--- config.mk ---
export PLATFORM = sky130hd
export DESIGN_NAME = simd_addsub_unit
export DESIGN_NICKNAME = d
export VERILOG_FILES = /design/src/rtl/simd_pkg.sv /design/src/rtl/simd_decode.sv /design/src/rtl/simd_lane.sv /design/src/rtl/simd_merge.sv /design/src/rtl/simd_addsub_unit.sv
export SDC_FILE = /design/constraint.sdc
export NUM_CORES = 1
export LEC_CHECK = 0
export ABC_AREA = 1
export BUFFER_PORTS_ARGS = -buffer_cell sky130_fd_sc_hd__buf_2
export CORE_MARGIN = 4
export CORE_UTILIZATION = 55
export DETAILED_ROUTE_END_ITERATION = 10
export PLACE_DENSITY = 0.89
export RECOVER_POWER = 100
export REMOVE_ABC_BUFFERS = 1
export SYNTH_ARGS = -nofsm -noshare
export SYNTH_HDL_FRONTEND = slang
export SYNTH_SLANG_ARGS = --single-unit
--- constraint.sdc ---
create_clock -name clk -period 5.8 [get_ports clk]
set_clock_uncertainty 0.05 [all_clocks]
set_input_delay 1.74 -clock clk [delete_from_list [all_inputs] [get_ports clk]]
set_output_delay 1.74 -clock clk [all_outputs]
set_load 0.02 [all_outputs]
--- src/rtl/simd_pkg.sv ---
package simd_pkg;

   localparam int CODE_W = 3;

   localparam logic [CODE_W-1:0] OP_ADD_HH = 3'd0;
   localparam logic [CODE_W-1:0] OP_SUB_LO = 3'd1;
   localparam logic [CODE_W-1:0] OP_SUB_HI = 3'd2;
   localparam logic [CODE_W-1:0] OP_SUB_HH = 3'd3;
   localparam logic [CODE_W-1:0] OP_ADD_B  = 3'd4;
   localparam logic [CODE_W-1:0] OP_BAD_5  = 3'd5;
   localparam logic [CODE_W-1:0] OP_BAD_6  = 3'd6;
   localparam logic [CODE_W-1:0] OP_SUB_B  = 3'd7;

   typedef enum logic [1:0] {
      K_NONE = 2'd0,
      K_WRAP = 2'd1,
      K_CLMP = 2'd2,
      K_HALF = 2'd3
   } lane_kind_t;

   typedef struct packed {
      logic       bad;
      logic       sgn;
      lane_kind_t kind;
      logic       bytes;
      logic       sub_lo;
      logic       sub_hi;
      logic       ge_wr;
   } simd_ctl_t;

endpackage

--- src/rtl/simd_decode.sv ---
module simd_decode
   import simd_pkg::*;
(
   input  logic              merge_req,
   input  logic [CODE_W-1:0] flavour,
   input  logic [CODE_W-1:0] opcode,
   output simd_ctl_t         ctl
);

   logic flav_bad;
   logic op_bad;

   always_comb begin
      flav_bad = (flavour[1:0] == 2'b00);
      op_bad   = (opcode == OP_BAD_5) || (opcode == OP_BAD_6);

      ctl.bad    = !merge_req && (flav_bad || op_bad);
      ctl.sgn    = !flavour[2];
      ctl.kind   = lane_kind_t'(flavour[1:0]);
      ctl.bytes  = (opcode == OP_ADD_B) || (opcode == OP_SUB_B);
      ctl.sub_lo = (opcode == OP_SUB_LO) || (opcode == OP_SUB_HH) || (opcode == OP_SUB_B);
      ctl.sub_hi = (opcode == OP_SUB_HI) || (opcode == OP_SUB_HH) || (opcode == OP_SUB_B);
      ctl.ge_wr  = !merge_req && !flav_bad && !op_bad && (lane_kind_t'(flavour[1:0]) == K_WRAP);
   end

endmodule

--- src/rtl/simd_lane.sv ---
module simd_lane
   import simd_pkg::*;
#(
   parameter int W = 8
) (
   input  logic [W-1:0] a,
   input  logic [W-1:0] b,
   input  logic         sub,
   input  logic         sgn,
   input  lane_kind_t   kind,
   output logic [W-1:0] res,
   output logic         flag
);

   localparam int EW = W + 1;

   logic [EW-1:0] ax;
   logic [EW-1:0] bx;
   logic [EW-1:0] ext;
   logic [W-1:0]  clamp_v;
   logic          ovf;
   logic [W-1:0]  sat_v;

   always_comb begin
      ax  = {sgn & a[W-1], a};
      bx  = {sgn & b[W-1], b};
      ext = sub ? (ax - bx) : (ax + bx);

      // signed: wide sign bit is the true sign; unsigned: carry or borrow
      if (sgn || sub) flag = !ext[W];
      else            flag = ext[W];

      if (sgn) begin
         ovf     = ext[W] ^ ext[W-1];
         clamp_v = a[W-1] ? {1'b1, {(W-1){1'b0}}} : {1'b0, {(W-1){1'b1}}};
      end else begin
         ovf     = ext[W];
         clamp_v = sub ? {W{1'b0}} : {W{1'b1}};
      end
      sat_v = ovf ? clamp_v : ext[W-1:0];

      unique case (kind)
         K_CLMP:  res = sat_v;
         K_HALF:  res = ext[W:1];
         default: res = ext[W-1:0];
      endcase
   end

endmodule

--- src/rtl/simd_merge.sv ---
module simd_merge #(
   parameter int NUM_BYTES = 4,
   parameter int BYTE_W    = 8
) (
   input  logic [NUM_BYTES-1:0]        sel,
   input  logic [NUM_BYTES*BYTE_W-1:0] a,
   input  logic [NUM_BYTES*BYTE_W-1:0] b,
   output logic [NUM_BYTES*BYTE_W-1:0] y
);

   for (genvar i = 0; i < NUM_BYTES; i++) begin : g_byte
      assign y[i*BYTE_W +: BYTE_W] = sel[i] ? a[i*BYTE_W +: BYTE_W] : b[i*BYTE_W +: BYTE_W];
   end

endmodule

--- src/rtl/simd_addsub_unit.sv ---
module simd_addsub_unit
   import simd_pkg::*;
#(
   parameter int NUM_BYTES = 4,
   parameter int BYTE_W    = 8
) (
   input  logic                        clk,
   input  logic                        rst_n,
   input  logic                        in_valid,
   input  logic                        merge_req,
   input  logic [2:0]                  flavour,
   input  logic [2:0]                  opcode,
   input  logic [NUM_BYTES*BYTE_W-1:0] opa,
   input  logic [NUM_BYTES*BYTE_W-1:0] opb,
   output logic                        out_valid,
   output logic [NUM_BYTES*BYTE_W-1:0] result,
   output logic [NUM_BYTES-1:0]        ge_flags,
   output logic                        illegal
);

   localparam int DATA_W   = NUM_BYTES * BYTE_W;
   localparam int HALF_W   = 2 * BYTE_W;
   localparam int NUM_HALF = NUM_BYTES / 2;

   initial begin
      if (NUM_BYTES < 2 || (NUM_BYTES % 2) != 0)
         $error("simd_addsub_unit: NUM_BYTES must be even and at least 2");
      if (BYTE_W < 2)
         $error("simd_addsub_unit: BYTE_W must be at least 2");
   end

   simd_ctl_t ctl;

   simd_decode i_dec (
      .merge_req (merge_req),
      .flavour   (flavour),
      .opcode    (opcode),
      .ctl       (ctl)
   );

   logic [DATA_W-1:0]    byte_res;
   logic [NUM_BYTES-1:0] byte_flag;
   logic [DATA_W-1:0]    half_res;
   logic [NUM_BYTES-1:0] half_ge;

   for (genvar i = 0; i < NUM_BYTES; i++) begin : g_blane
      simd_lane #(.W(BYTE_W)) i_lane (
         .a    (opa[i*BYTE_W +: BYTE_W]),
         .b    (opb[i*BYTE_W +: BYTE_W]),
         .sub  (ctl.sub_lo),
         .sgn  (ctl.sgn),
         .kind (ctl.kind),
         .res  (byte_res[i*BYTE_W +: BYTE_W]),
         .flag (byte_flag[i])
      );
   end

   for (genvar h = 0; h < NUM_HALF; h++) begin : g_hlane
      logic hflag;
      logic hsub;
      if ((h % 2) == 0) begin : g_even
         assign hsub = ctl.sub_lo;
      end else begin : g_odd
         assign hsub = ctl.sub_hi;
      end
      simd_lane #(.W(HALF_W)) i_lane (
         .a    (opa[h*HALF_W +: HALF_W]),
         .b    (opb[h*HALF_W +: HALF_W]),
         .sub  (hsub),
         .sgn  (ctl.sgn),
         .kind (ctl.kind),
         .res  (half_res[h*HALF_W +: HALF_W]),
         .flag (hflag)
      );
      assign half_ge[2*h +: 2] = {hflag, hflag};
   end

   logic [DATA_W-1:0] merged;

   simd_merge #(.NUM_BYTES(NUM_BYTES), .BYTE_W(BYTE_W)) i_merge (
      .sel (ge_flags),
      .a   (opa),
      .b   (opb),
      .y   (merged)
   );

   logic [DATA_W-1:0]    next_res;
   logic [NUM_BYTES-1:0] next_ge;

   always_comb begin
      next_ge = ctl.bytes ? byte_flag : half_ge;
      if (merge_req)    next_res = merged;
      else if (ctl.bad) next_res = '0;
      else              next_res = ctl.bytes ? byte_res : half_res;
   end

   always_ff @(posedge clk) begin
      if (!rst_n) begin
         out_valid <= 1'b0;
         result    <= '0;
         illegal   <= 1'b0;
         ge_flags  <= '0;
      end else begin
         out_valid <= in_valid;
         if (in_valid) begin
            result  <= next_res;
            illegal <= ctl.bad;
            if (ctl.ge_wr) ge_flags <= next_ge;
         end
      end
   end

endmodule

==> impl_metrics.json <==
{
  "ys_ff_latch": 38,
  "clock.fmax_ghz": 0.192,
  "gp_congestion": 0.938,
  "yosysTopAreaCell": "nand2_1",
  "avgSynthCellArea_um2": 5.58,
  "period_share_pct": 89.9,
  "synth.distinct_cells": 51,
  "pin_count": 112,
  "vias": 10100,
  "wl_per_cell_um": 14.7,
  "portBuffers": 111,
  "fin_cells": 1781,
  "dp_hpwl_mm": 20.0,
  "ctsResizeCount": 0,
  "clock_sinks": 38,
  "hold_path.class": "flip-flop to flip-flop",
  "cp_cell_sequence": "clkbuf_1 -> nor3_1 -> inv_1 -> nor3_1 -> nand3_1 -> nor3_1 -> nand2_1 -> nand2_1 -> o21ai_0 -> xor2_1 -> ha_1 -> nand2_1 -> nand2_1 -> a21oi_1 -> nand2_1 -> a21oi_1 -> nand3_1 -> nand2_1 -> nand2_1 -> nand3_4 -> nand2_1 -> a21oi_1 -> o21ai_0 -> a21oi_1",
  "grt_overflow": 0,
  "grt_antenna_before_repair": 0,
  "drv_cap": 0,
  "crit_path_top_delay_cell": "ha_1",
  "diodes": 0,
  "cts.reportedPaths.clkPinSlew_ns": 0.06,
  "postRouteAntennaNets": 0,
  "grt_util_all_layers_pct": 28.6,
  "synthArstFlopShare_pct": 0,
  "die_width_um": 132,
  "yosysWarningCount": 0,
  "grt_pass1_wl_mm": 42.7,
  "rsz0062_at_grt": "false",
  "synth_top_area_share_pct": 22.9,
  "routed_wl_mm": 26.2,
  "end_kind": "flip-flop",
  "drv_slew": 0,
  "synth.area.top_cells": "nand2_1 23%, dfxtp_1 8.9%, ha_1 8.7%, inv_1 8.5%, a21oi_1 8.1%",
  "max_stage_delay_ns": 0.35,
  "drt_iter0_drc": 1076,
  "hold_viol": 0,
  "post_drt_via_cell_ratio": 5.69,
  "core-area_um2": 15200,
  "ctsHoldBuffers": 0,
  "tns_ns": 0,
  "grt_pass1_vias": 9015,
  "netlist_area_um2": 8500,
  "ir_drop_v": 0.000122,
  "cts_tree": "yes",
  "cts_max_level": 2,
  "arrival_ns": 5.38,
  "fp.dieH_um": 132,
  "postCtsSetupBuffers": 0,
  "power_density_nw_per_um2": 211,
  "final_net_count": 1732,
  "worstSetupStartpointType": "input port",
  "drive_gt1_share_pct": 10.2,
  "die_area_um2": 17500,
  "fill_cells": 1537,
  "path_max_fanout": 9,
  "root_buffer": "clkbuf_16",
  "slew_headroom_pct": 4.10,
  "cp.required_ns": 5.97,
  "grt_max_degree": 51,
  "synthFlopType": "dfxtp_1",
  "start_util_pct": 55.9,
  "cpMostUsedCell": "nand2_1",
  "drc": 0,
  "synth_cells": 1523,
  "layout_min_cycle_time_ns": 5.22,
  "cts_buffer_depth": 2,
  "synth_edf_count": 0,
  "fp-row-count": 45,
  "dp.cells": 1775,
  "status": "finished clean",
  "numCtsBuffers": 5,
  "worstSetupPathType": "input port to flip-flop",
  "dr.pass1.iters": 7,
  "power.leakage_uw": 0.00493,
  "insertion_delay_ns": 0.29,
  "seq_area_frac_synth_pct": 8.95,
  "tightestPinTransition_ns": 1.44,
  "area_delta_synth_final_pct": 7.39,
  "finalSetupViolations": 0
}
registers in the layout, summed over array words and instances, names as in the netlist:
signal and flops:
ge_flags 4, illegal 1, out_valid 1, result 32
stage by stage:
stage | area [um^2] | utilization (%) | hold slack, ns | worst slack (ns) | total power, uW
after floorplan | 8230 | - | 0.542 | 0.719 | 1320
after detailed placement | 9100 | 59.8 | 0.462 | 0.470 | 1640
after CTS | 9240 | 60.8 | 0.478 | 0.740 | 1920
final | 9130 | 60.1 | 0.477 | 0.585 | 1930
after global routing | 9130 | 60.1 | 0.503 | 0.168 | 2100
after global placement | 9100 | 59.8 | 0.456 | 0.506 | 1620
cell type report:
type / count / area, um^2 / area share (%)
clock buffer: 6 / 139 / 1.52
tap: 188 / 235 / 2.58
inverter: 201 / 754 / 8.26
timing repair buffer: 120 / 572 / 6.26
sequential: 38 / 761 / 8.33
multi-input combinational: 1228 / 6670 / 73.1
synthesized netlist by cell type, types with 14 or more instances:
| cell | number |
|---|---|
| o21ai_0 | 113 |
| xor2_1 | 60 |
| nand2_2 | 35 |
| clkbuf_1 | 39 |
| dfxtp_1 | 38 |
| a21oi_1 | 137 |
| nor2_1 | 55 |
| a21oi_2 | 14 |
| xnor2_1 | 21 |
| inv_1 | 193 |
| nand2_1 | 519 |
| nand3_1 | 89 |
| ha_1 | 59 |
final timing paths:
| check | startpoint | end | slack, ns | cells past startpoint |
|---|---|---|---|---|
| worst max register to register | ge_flags[2] | result[21] | 4.34 | 3 |
| worst max-delay path | opb[2] | result[1] | 0.58 | 24 |
| worst min-delay path | result[11] | result[11] | 0.48 | 2 |
| worst min register to register | result[11] | result[11] | 0.48 | 2 |
kinds of logic after synthesis:
| family | share of synthesized area, % |
|---|---|
| AO/OA/AOI/OAI | 21.8 |
| XOR/XNOR | 8.34 |
| adder cells (fa/ha/maj) | 9.86 |
| buffers and inverters | 12.1 |
| flip-flops | 8.95 |
| AND/OR/NAND/NOR | 38.9 |
cell usage in the layout, fill, tap and decap left out, drive strengths merged:
cell | synthesis | routed
o21ai | 125 | 125
a21boi | 1 | 1
a21o | 2 | 2
o221ai | 1 | 1
dfxtp | 38 | 38
inv | 200 | 200
o22ai | 8 | 8
ha | 59 | 59
a31oi | 8 | 8
o31ai | 1 | 1
o211ai | 2 | 2
nand4 | 3 | 3
nand3b | 6 | 6
buf | 17 | 79
nor2 | 62 | 62
nor3 | 15 | 15
a22o | 5 | 5
nor4 | 2 | 2
or2 | 2 | 2
o21bai | 7 | 7
xor2 | 60 | 60
clkinv | 1 | 1
fa | 5 | 5
clkbuf | 39 | 47
a22oi | 8 | 8
a211oi | 2 | 2
o21a | 1 | 1
and3 | 1 | 1
a31o | 1 | 1
a21oi | 151 | 151
xnor2 | 21 | 21
a221oi | 6 | 6
nand3 | 97 | 97
nand2 | 566 | 566
worst max-delay path, delay by kind of cell:
kind	cells	cell delay, ns
compound gates	6	0.94
xor+xnor	1	0.17
fa+ha+maj	1	0.35
buf+inv	2	0.23
simple gates	14	1.95
per-layer routing:
layer	routed length, um	up-vias	track usage [%]
met3	2330	73	3.13
met5	0	-	0
met2	12000	532	47.9
li1	-	5058	-
met4	777	0	9.87
met1	11200	4469	38.2
power by group:
group          switching, uW  internal [uW]  leakage [uW]  total [uW]
clock                    109            166     0.0000688         276
combinational            899            459       0.00454        1360
sequential              14.0            281      0.000314         295
total                   1020            906       0.00493        1930
(Power assumes the default switching activity.)
